[config.mk]
export PLATFORM = sky130hd
export DESIGN_NAME = lcc_column
export DESIGN_NICKNAME = d
export VERILOG_FILES = /design/src/rtl/lcc_pkg.sv /design/src/rtl/lcc_lut.sv /design/src/rtl/lcc_carry.sv /design/src/rtl/lcc_dff.sv /design/src/rtl/lcc_cell.sv /design/src/rtl/lcc_column.sv
export SDC_FILE = /design/constraint.sdc
export NUM_CORES = 1
export LEC_CHECK = 0
export BUFFER_PORTS_ARGS = -buffer_cell sky130_fd_sc_hd__clkbuf_2
export CAP_MARGIN = 20
export CORE_MARGIN = 2
export CORE_UTILIZATION = 34
export CTS_BUF_LIST = sky130_fd_sc_hd__clkbuf_8
export DETAILED_ROUTE_END_ITERATION = 8
export PLACE_DENSITY_LB_ADDON = 0.1
export RECOVER_POWER = 50
export SLEW_MARGIN = 30
export SYNTH_ARGS = -nofsm -noshare
export SYNTH_HDL_FRONTEND = slang
export SYNTH_SLANG_ARGS = --single-unit
export TNS_END_PERCENT = 5
[constraint.sdc]
create_clock -name clk -period 1.8 [get_ports clk]
set_input_delay 0.27 -clock clk [delete_from_list [all_inputs] [get_ports clk]]
set_output_delay 0.27 -clock clk [all_outputs]
set_load 0.1 [all_outputs]
[src/rtl/lcc_pkg.sv]
package lcc_pkg;
  localparam int TBL_W = 16;
  localparam int LUT_IN = 4;

  // Table lookup: bit of the table addressed by the four inputs
  function automatic logic lut_pick(input logic [TBL_W-1:0] tbl, input logic [LUT_IN-1:0] idx);
    return tbl[idx];
  endfunction

  // Carry unit: majority of three
  function automatic logic maj3(input logic a, input logic b, input logic c);
    return (a & b) | (b & c) | (c & a);
  endfunction
endpackage

[src/rtl/lcc_lut.sv]
module lcc_lut #(
  parameter logic [lcc_pkg::TBL_W-1:0] TABLE = '0
) (
  input  logic [lcc_pkg::LUT_IN-1:0] idx,
  output logic                       o
);
  assign o = lcc_pkg::lut_pick(TABLE, idx);
endmodule

[src/rtl/lcc_carry.sv]
module lcc_carry (
  input  logic a,
  input  logic b,
  input  logic ci,
  output logic co
);
  assign co = lcc_pkg::maj3(a, b, ci);
endmodule

[src/rtl/lcc_dff.sv]
module lcc_dff #(
  parameter bit FALL    = 1'b0,
  parameter bit HAS_EN  = 1'b0,
  parameter bit HAS_RST = 1'b0,
  parameter bit HAS_SET = 1'b0,
  parameter bit ASYNC   = 1'b0
) (
  input  logic clk,
  input  logic en,
  input  logic ctl,
  input  logic d,
  output logic q
);
  localparam bit HAS_CTL = HAS_RST | HAS_SET;
  localparam logic CTL_VAL = HAS_SET;

  logic q_r = 1'b0;
  logic ctl_hit;
  logic load;
  logic nxt;

  if (HAS_RST && HAS_SET) begin : g_bad_cfg
    $error("lcc_dff: set and reset requested together");
  end

  assign ctl_hit = HAS_CTL && ctl;
  assign load    = !HAS_EN || en;

  always_comb begin
    if (ctl_hit)   nxt = CTL_VAL;
    else if (load) nxt = d;
    else           nxt = q_r;
  end

  if (HAS_CTL && ASYNC) begin : g_async
    if (FALL) begin : g_neg
      always_ff @(negedge clk or posedge ctl) begin
        if (ctl) q_r <= CTL_VAL;
        else     q_r <= nxt;
      end
    end else begin : g_pos
      always_ff @(posedge clk or posedge ctl) begin
        if (ctl) q_r <= CTL_VAL;
        else     q_r <= nxt;
      end
    end
  end else begin : g_sync
    if (FALL) begin : g_neg
      always_ff @(negedge clk) q_r <= nxt;
    end else begin : g_pos
      always_ff @(posedge clk) q_r <= nxt;
    end
  end

  assign q = q_r;
endmodule

[src/rtl/lcc_cell.sv]
module lcc_cell #(
  parameter logic [lcc_pkg::TBL_W-1:0] TABLE = '0,
  parameter bit CARRY_I3 = 1'b0,
  parameter bit OUT_REG  = 1'b0,
  parameter bit FALL     = 1'b0,
  parameter bit HAS_EN   = 1'b0,
  parameter bit HAS_RST  = 1'b0,
  parameter bit HAS_SET  = 1'b0,
  parameter bit ASYNC    = 1'b0
) (
  input  logic                       clk,
  input  logic [lcc_pkg::LUT_IN-1:0] pins,
  input  logic                       ci,
  input  logic                       en,
  input  logic                       ctl,
  output logic                       co,
  output logic                       q,
  output logic                       o
);
  logic [lcc_pkg::LUT_IN-1:0] idx;
  logic lut_o;

  // I3 comes from the carry chain in adder slices
  assign idx = {(CARRY_I3 ? ci : pins[3]), pins[2:0]};

  lcc_lut #(.TABLE(TABLE)) u_lut (.idx(idx), .o(lut_o));

  lcc_carry u_carry (.a(pins[1]), .b(pins[2]), .ci(ci), .co(co));

  lcc_dff #(
    .FALL(FALL), .HAS_EN(HAS_EN), .HAS_RST(HAS_RST),
    .HAS_SET(HAS_SET), .ASYNC(ASYNC)
  ) u_dff (.clk(clk), .en(en), .ctl(ctl), .d(lut_o), .q(q));

  assign o = OUT_REG ? q : lut_o;
endmodule

[src/rtl/lcc_column.sv]
module lcc_column #(
  parameter int N = 8,
  parameter logic [N*16-1:0] CELL_TABLES = {16'h1234, 16'h6996, 16'hFFFE, 16'h8000,
                                            16'hC33C, 16'hC33C, 16'hC33C, 16'hC33C},
  parameter logic [N-1:0] CARRY_AS_I3 = 8'h0F,
  parameter logic [N-1:0] REG_OUT     = 8'hF0,
  parameter logic [N-1:0] FALL_EDGE   = 8'hA0,
  parameter logic [N-1:0] HAS_EN      = 8'hD0,
  parameter logic [N-1:0] HAS_RST     = 8'h50,
  parameter logic [N-1:0] HAS_SET     = 8'hA0,
  parameter logic [N-1:0] ASYNC_CTL   = 8'h60
) (
  input  logic           clk,
  input  logic [N*4-1:0] lut_in,
  input  logic           cin,
  input  logic [N-1:0]   cell_en,
  input  logic [N-1:0]   cell_ctl,
  output logic [N-1:0]   cell_out,
  output logic           cout
);
  localparam int TW = lcc_pkg::TBL_W;
  localparam int KW = lcc_pkg::LUT_IN;

  // Named internal nets for observation
  logic [N:0]   chain;
  logic [N-1:0] reg_q;
  logic [N-1:0] op_a;
  logic [N-1:0] op_b;

  assign chain[0] = cin;

  for (genvar c = 0; c < N; c++) begin : g_cell
    assign op_a[c] = lut_in[c*KW+1];
    assign op_b[c] = lut_in[c*KW+2];

    lcc_cell #(
      .TABLE(CELL_TABLES[c*TW +: TW]),
      .CARRY_I3(CARRY_AS_I3[c]),
      .OUT_REG(REG_OUT[c]),
      .FALL(FALL_EDGE[c]),
      .HAS_EN(HAS_EN[c]),
      .HAS_RST(HAS_RST[c]),
      .HAS_SET(HAS_SET[c]),
      .ASYNC(ASYNC_CTL[c])
    ) u_cell (
      .clk(clk),
      .pins(lut_in[c*KW +: KW]),
      .ci(chain[c]),
      .en(cell_en[c]),
      .ctl(cell_ctl[c]),
      .co(chain[c+1]),
      .q(reg_q[c]),
      .o(cell_out[c])
    );
  end

  assign cout = chain[N];
endmodule

Yosys cells after proc, flatten, opt, wreduce, memory -nomap -nowiden:

Memory sizes are Yosys's and may differ from the RTL's. A register that Yosys moved wholly into a read port is not among the register bits.
Cells that the tools add are included.

* bitwise gates (word level): 40
* multiplexer cells: 9
* magnitude comparators: 6
* reductions and logical operators: 1

Operator list (number)
* $lt 4x5->1 const B: 6
* $and 1x1->1: 24
* $or 1x1->1: 16
* $mux 1: 9
* $reduce_bool 2->1: 1

* output and inout port bits: 9
* memories: 8
* register bits: 2
* word-level logic and storage cells: 66
* ROM bits: 128

Memory list
* (name not given): depth 16, width 1, read ports 1, clocked after memory_dff 0, wr ports 0, line lcc_pkg.sv:7 `return tbl[idx];`
* (name not given): depth 16, width 1, read ports 1, clocked after memory_dff 0, wr ports 0, line lcc_pkg.sv:7
* (name not given): depth 16, width 1, read ports 1, clocked after memory_dff 1, wr ports 0, line lcc_pkg.sv:7
* (name not given): depth 16, width 1, read ports 1, clocked after memory_dff 1, wr ports 0, line lcc_pkg.sv:7
* (name not given): depth 16, width 1, read ports 1, clocked after memory_dff 0, wr ports 0, line lcc_pkg.sv:7
* (name not given): depth 16, width 1, read ports 1, clocked after memory_dff 0, wr ports 0, line lcc_pkg.sv:7
* +2 memories

Longest topological paths before layout:

Gate-level depths: netlist (run 1).

* depth after elaboration: 24
* mapped depth: 5
* depth with buffers taken out: 4

Modules after synthesis:

From an unflattened synthesis (run 1), not the netlist that was laid out.

* cell total of the unflattened synthesis: 44
* area, all modules: 520.5 um^2

Modules (own cells, without submodules)
* lcc_lut (g_cell[0].u_cell.u_lut ...): cells each 1, sequential area each 0.0 um^2, area an instance 23.8 um^2, instances 4
* lcc_carry: cells each 1, sequential area each 0.0 um^2, area an instance 11.3 um^2, instances 8
* lcc_dff (g_cell[0].u_cell.u_dff ...): cells each 1, sequential area each 20.0 um^2, area an instance 20.0 um^2, instances 4
* lcc_dff (g_cell[6].u_cell.u_dff): cells each 4, sequential area each 25.0 um^2, area an instance 42.5 um^2, instances 1
* lcc_dff (g_cell[5].u_cell.u_dff): cells each 4, sequential area each 26.3 um^2, area an instance 40.0 um^2, instances 1
* lcc_dff (g_cell[7].u_cell.u_dff): cells each 4, sequential area each 20.0 um^2, area an instance 38.8 um^2, instances 1
* lcc_dff (g_cell[4].u_cell.u_dff): cells each 3, sequential area each 20.0 um^2, area an instance 33.8 um^2, instances 1
* lcc_cell (g_cell[4].u_cell ...): cells each 1, sequential area each 0.0 um^2, area an instance 7.5 um^2, instances 4
* lcc_lut (g_cell[7].u_cell.u_lut): cells each 4, sequential area each 0.0 um^2, area an instance 27.5 um^2, instances 1
* lcc_lut (g_cell[6].u_cell.u_lut): cells each 3, sequential area each 0.0 um^2, area an instance 26.3 um^2, instances 1
* lcc_lut (g_cell[4].u_cell.u_lut): cells each 1, sequential area each 0.0 um^2, area an instance 8.8 um^2, instances 1
* lcc_lut (g_cell[5].u_cell.u_lut): cells each 1, sequential area each 0.0 um^2, area an instance 7.5 um^2, instances 1

==> results of run 1 <==
-- worst paths after layout --
check / to / from / cells after the start / slack (ns)
min in group asynchronous: g_cell[6].u_cell.u_dff.q$_DFFE_PP0P_ / cell_ctl[6] / 3 / 0.42
max in group asynchronous: g_cell[5].u_cell.u_dff.q$_DFF_NP1_ / cell_ctl[5] / 2 / 0.90
setup reg to reg: g_cell[7].u_cell.u_dff.q$_SDFFE_NP1P_ / g_cell[7].u_cell.u_dff.q$_SDFFE_NP1P_ / 2 / 0.90
setup / recovery: cell_out[5] / g_cell[5].u_cell.u_dff.q$_DFF_NP1_ / 1 / -0.35
hold / removal: g_cell[4].u_cell.u_dff.q$_SDFFE_PP0P_ / cell_ctl[4] / 2 / 0.22
hold reg to reg: g_cell[4].u_cell.u_dff.q$_SDFFE_PP0P_ / g_cell[4].u_cell.u_dff.q$_SDFFE_PP0P_ / 2 / 0.51
-- timing repair --
item,CTS,global route
setup endpoints to repair,3,4
cloned,0,0
hold buffers,1,0
resized for setup,3,1
hold endpoints to repair,1,0
-- cell usage in the layout, fill, tap and decap left out, drive strengths merged, types with 2 or more instances in the layout --
cell and n:
nand2b 3, o211ai 3, dfxtp 2, nor4 4, nor2 5, nor3 4
buf 17, a21oi 3, ha 4, xor2 2, xnor2 4, o22ai 2
clkbuf 37, nand2 2, inv 5, a211oi 2
-- final cells by class --
| class | count | area [sq um] |
|---|---|---|
| clock inverter | 3 | 11.3 |
| sequential | 4 | 92.6 |
| multi-input combinational | 49 | 374 |
| inverter | 2 | 7.51 |
| clock buffer | 3 | 41.3 |
| timing repair buffer | 52 | 393 |
| tap | 16 | 20.0 |
| fill | 135 | 514 |
-- cell families (layout without fill, tap and decap cells) --
group	after synthesis	after routing	share of synthesized area
compound gates	16	16	0.227
xor+xnor	6	6	0.102
fa+ha+maj	4	4	0.0976
buf+inv	11	60	0.139
flops	4	4	0.178
mux	1	1	0.0195
simple gates	22	22	0.237
-- per-layer routing --
layer  GRT usage  vias up
li1            -      333
met1       0.151      316
met2       0.330       26
met3      0.0340        2
met4       0.125        0
met5           0        -
-- per-stage QoR --
step / setup WS [ns] / area (sq um) / instances
4_1_cts: -0.360 / 937 / 129
3_5_place_dp: -0.211 / 860 / 123
3_3_place_gp: -0.170 / 860 / 123
6_report: -0.353 / 940 / 129
2_1_floorplan: -0.0571 / 527 / 64
5_1_grt: -0.377 / 940 / 129
-- power groups by stage --
stage / Combinational (W) / Clock (W) / Sequential, W
floorplan: 0.000282 / 0.0000104 / 0.0000979
global placement: 0.000424 / 0.0000104 / 0.0000993
detailed placement: 0.000430 / 0.0000104 / 0.0000998
CTS: 0.000440 / 0.000220 / 0.0000992
global route: 0.000463 / 0.000229 / 0.0000997
finish: 0.000440 / 0.000213 / 0.0000993
==> flow_metrics.tcl, run 1 <==
set metrics [dict create \
    outcome "finished with violations" \
    violations "negative setup slack" \
    diodes 0 \
    finalSetupViolCount 2 \
    syn_inst 64 \
    post_cts_buffers 0 \
    fin_ws_ns -0.353 \
    io_buffers 41 \
    crit_chain "buf_12" \
    crit_slowest_cell "dfstp_2" \
    clkSlewWorstSetupHoldPaths_ns 0.03 \
    start_util 0.353 \
    h-tree-depth 1 \
    wl_mm 1.39 \
    antenna_found_initial 0 \
    area_delta_synth_final_pct 83.2 \
    cts_sinks 4 \
    cts_tree "done" \
    slew_violations 0 \
    rsz0062_at_grt "yes" \
    drtPass1Iterations 4 \
    synth-main-ff-cell "dfxtp_1" \
    yosys.area.top_type_share 0.117 \
    insertion_delay_ns 0.22 \
    wl_per_cell_microns 10.8 \
    power.total_w 0.000752 \
    drv_cap 0 \
    largest_register_ffs 4 \
    finalSetupTns_ns -0.522 \
    path_max_fanout 1 \
    arrival_ns 1.88 \
    synth_area_leader_cell "buf_4" \
    grt_pass1_wl_mm 2.40 \
    nets 168 \
    synth_most_common_cell "buf_4" \
    drt-met1-wl_microns 451 \
    wl_met2_microns 817 \
    seq_area_frac_synth 0.178 \
    path_class "register to output pin" \
    ys_ff_latch 4 \
    drtAntennaViolNets 0 \
    grt.overflow.total 0 \
    relSlewSlack 0.638 \
    wl_met3_microns 111 \
    p_switching_w 0.000331 \
    worst_hold_slack_ns 0.216 \
    die_area_sq_um 1840 \
    power.share.sequential 0.132 \
    yosys_warnings 0 \
    p_per_area_nw_per_um2 800 \
    cp_top_family "flip-flops" \
    hold_class "primary input to register" \
    pin_count 59 \
    grt_max_degree 5 \
    fp.dieH_microns 42.8 \
    ys_async_sr_fraction 0.500 \
    fin_worst_skew_ns 0 \
    setup.worst_path.start_class "register" \
    dr.first_iter.drc_count 5 \
    worstSetupEndpointType "output pin" \
    coreArea_sq_um 1450 \
    path_buf_inv 1 \
    internal-power_w 0.000421 \
    grt_pass1_vias 648 \
    layout-drive-gt1-share 0.513 \
    clockBufferDepth 2 \
    routabilityCongestion 0.616 \
    synth_area_sq_um 513 \
    tightest_slew_ns 0.545 \
    swShare 0.440 \
    drc_errors 0 \
    p_clk_frac 0.283 \
    synth_top_cells_by_area "buf_4 (12%), ha_1 (9.8%), dfxtp_1 (7.8%)" \
    cpPeakStageDelay_ns 0.53 \
    yosysUniqueCellTypes 28 \
    final-hold-violation-count 0 \
    topRoutingLayerUsed "met4" \
    crit_required_ns 1.53 \
    dp.final_hpwl_mm 1.14 \
    vias_per_cell 5.25 \
    num_vias 677 \
    grt_usage 0.171 \
    cts_root_buffer "clkbuf_8" \
    synth-edff-count 0 \
    rows 14 \
    die-width_microns 42.8 \
    ir_drop_mv 0.427 \
    numCtsBuffers 3 \
    power_frac_comb 0.585 \
    p_leak_nw 0.463 \
    avgSynthCellArea_sq_um 8.02 \
    final_util 0.646 \
    synth_nets 118 \
    synth_common_cells "buf_4 (8), nor2_1 (5)" \
]
(Power assumes the default switching activity.)
==> inputs of run 2 (changes only) <==
--- a/config.mk
+++ b/config.mk
@@ -11,7 +11,7 @@
 export CORE_UTILIZATION = 34
 export CTS_BUF_LIST = sky130_fd_sc_hd__clkbuf_8
 export DETAILED_ROUTE_END_ITERATION = 8
-export PLACE_DENSITY_LB_ADDON = 0.1
+export PLACE_DENSITY = 0.81
 export RECOVER_POWER = 50
 export SLEW_MARGIN = 30
 export SYNTH_ARGS = -nofsm -noshare
==> run 2 against run 1 <==
The run still ends with negative setup slack left. First-iteration DRC count fell by 100%. Non-clock buffer count down 1. Die area stayed put. Core utilization decreased by 0.43 points. Largest cell class unchanged.
==> flow_metrics.tcl, run 2 (synthesized netlist as in run 1, its figures left out) <==
set metrics [dict create \
    start_util 0.353 \
    diodes 0 \
    grt.overflow.total 0 \
    arrival_ns 1.88 \
    setup.worst_path.start_class "register" \
    p_leak_nw 0.461 \
    h-tree-depth 1 \
    grt_usage 0.155 \
    r2r-start "g_cell[7].u_cell.u_dff.q$_SDFFE_NP1P_" \
    relSlewSlack 0.643 \
    hold_class "primary input to register" \
    drtPass1Iterations 1 \
    crit_slowest_cell "dfstp_2" \
    fin_ws_ns -0.347 \
    fp.dieH_microns 42.8 \
    die-width_microns 42.8 \
    crit_path_end "cell_out[5]" \
    fin_worst_skew_ns 0 \
    r2r-end "g_cell[7].u_cell.u_dff.q$_SDFFE_NP1P_" \
    post_cts_buffers 0 \
    p_clk_frac 0.276 \
    coreArea_sq_um 1450 \
    wl_per_cell_microns 10.6 \
    p_per_area_nw_per_um2 795 \
    routabilityCongestion 0.625 \
    ir_drop_mv 0.455 \
    slew_violations 0 \
    finalSetupViolCount 4 \
    insertion_delay_ns 0.21 \
    crit_chain "buf_12" \
    internal-power_w 0.000419 \
    final_cell_mix "clkbuf_2 (33), buf_4 (9), buf_12 (7)" \
    crit_required_ns 1.53 \
    violations "negative setup slack" \
    final_common_cell "clkbuf_2" \
    clkSlewWorstSetupHoldPaths_ns 0.03 \
    path_max_fanout 1 \
    final-hold-violation-count 0 \
    grt_pass1_vias 590 \
    cp_top_family "flip-flops" \
    wl_mm 1.36 \
    die_area_sq_um 1840 \
    tightest_slew_ns 0.538 \
    rows 14 \
    pin_count 59 \
    fin_area_sq_um 933 \
    final_util 0.642 \
    power_frac_comb 0.591 \
    power.share.sequential 0.133 \
    placed_area_sq_um 852 \
    drc_errors 0 \
    clockBufferDepth 2 \
    cts_root_buffer "clkbuf_8" \
    num_vias 634 \
    cp.depth 1 \
    cts_sinks 4 \
    numCtsBuffers 3 \
    dr.first_iter.drc_count 0 \
    drv_cap 0 \
    dp_slack_ns -0.189 \
    antenna_found_initial 0 \
    cts_tree "done" \
    ff2ff_path_depth 2 \
    grt_max_degree 5 \
    worstSetupEndpointType "output pin" \
    regToRegSetupSlack_ns 0.91 \
    path_buf_inv 1 \
    nets 167 \
    p_switching_w 0.000323 \
    path_class "register to output pin" \
    area_delta_synth_final_pct 82.0 \
    vias_per_cell 4.95 \
    rsz0062_at_grt "yes" \
    cpPeakStageDelay_ns 0.53 \
    swShare 0.435 \
    drtAntennaViolNets 0 \
    worst_hold_slack_ns 0.210 \
    power.total_w 0.000742 \
    dp.final_hpwl_mm 1.22 \
    crit_start "g_cell[5].u_cell.u_dff.q$_DFF_NP1_" \
    grt_pass1_wl_mm 2.19 \
    largest_register_ffs 4 \
    io_buffers 41 \
    layout-drive-gt1-share 0.518 \
    outcome "finished with violations" \
]
run 2: final cells by class:
cell class              count  area [sq um]
fillers                   138           520
repair buffers             51           387
flip-flops and latches      4          92.6
clock inverters             3          11.3
well taps                  16          20.0
clock buffers               3          41.3
multi-input cells          49           374
inverters                   2          7.51
run 2: routing by layer:
metal  global-route usage  vias to the layer above  routed length (microns)
met5                    0                        -                        0
met2                0.306                       25                      807
met4               0.0625                        0                        6
met1                0.136                      279                      421
li1                     -                      328                        -
met3               0.0553                        2                      121
run 2: power groups by stage:
stage	Combinational, W	Sequential [W]	Clock (W)
floorplan	0.000282	0.0000979	0.0000104
global placement	0.000421	0.0000993	0.0000104
detailed placement	0.000429	0.0000995	0.0000104
CTS	0.000440	0.0000990	0.000210
global route	0.000461	0.0000994	0.000224
finish	0.000439	0.0000988	0.000205
run 2: repair_timing:
item                       4_1_cts  5_1_grt
pin swaps                        0        1
hold buffers                     1        0
setup endpoints to repair        3        4
hold endpoints to repair         1        0
gates resized for setup          3        1
run 2: per-stage QoR:
step | TNS, ns | cells
after global routing | -0.712 | 128
after CTS | -0.517 | 128
after detailed placement | -0.323 | 122
after floorplan | -0.106 | 64
after global placement | -0.223 | 122
final | -0.550 | 128
run 2: how the worst min path moves through the flow:
stage	start	to	cells past startpoint
2_1_floorplan	cell_ctl[6]	g_cell[6].u_cell.u_dff.q$_DFFE_PP0P_	1
3_3_place_gp	cell_ctl[6]	g_cell[6].u_cell.u_dff.q$_DFFE_PP0P_	2
3_5_place_dp	cell_ctl[6]	g_cell[6].u_cell.u_dff.q$_DFFE_PP0P_	2
4_1_cts	cell_ctl[4]	g_cell[4].u_cell.u_dff.q$_SDFFE_PP0P_	2
5_1_grt	cell_ctl[4]	g_cell[4].u_cell.u_dff.q$_SDFFE_PP0P_	2
6_report	cell_ctl[4]	g_cell[4].u_cell.u_dff.q$_SDFFE_PP0P_	2
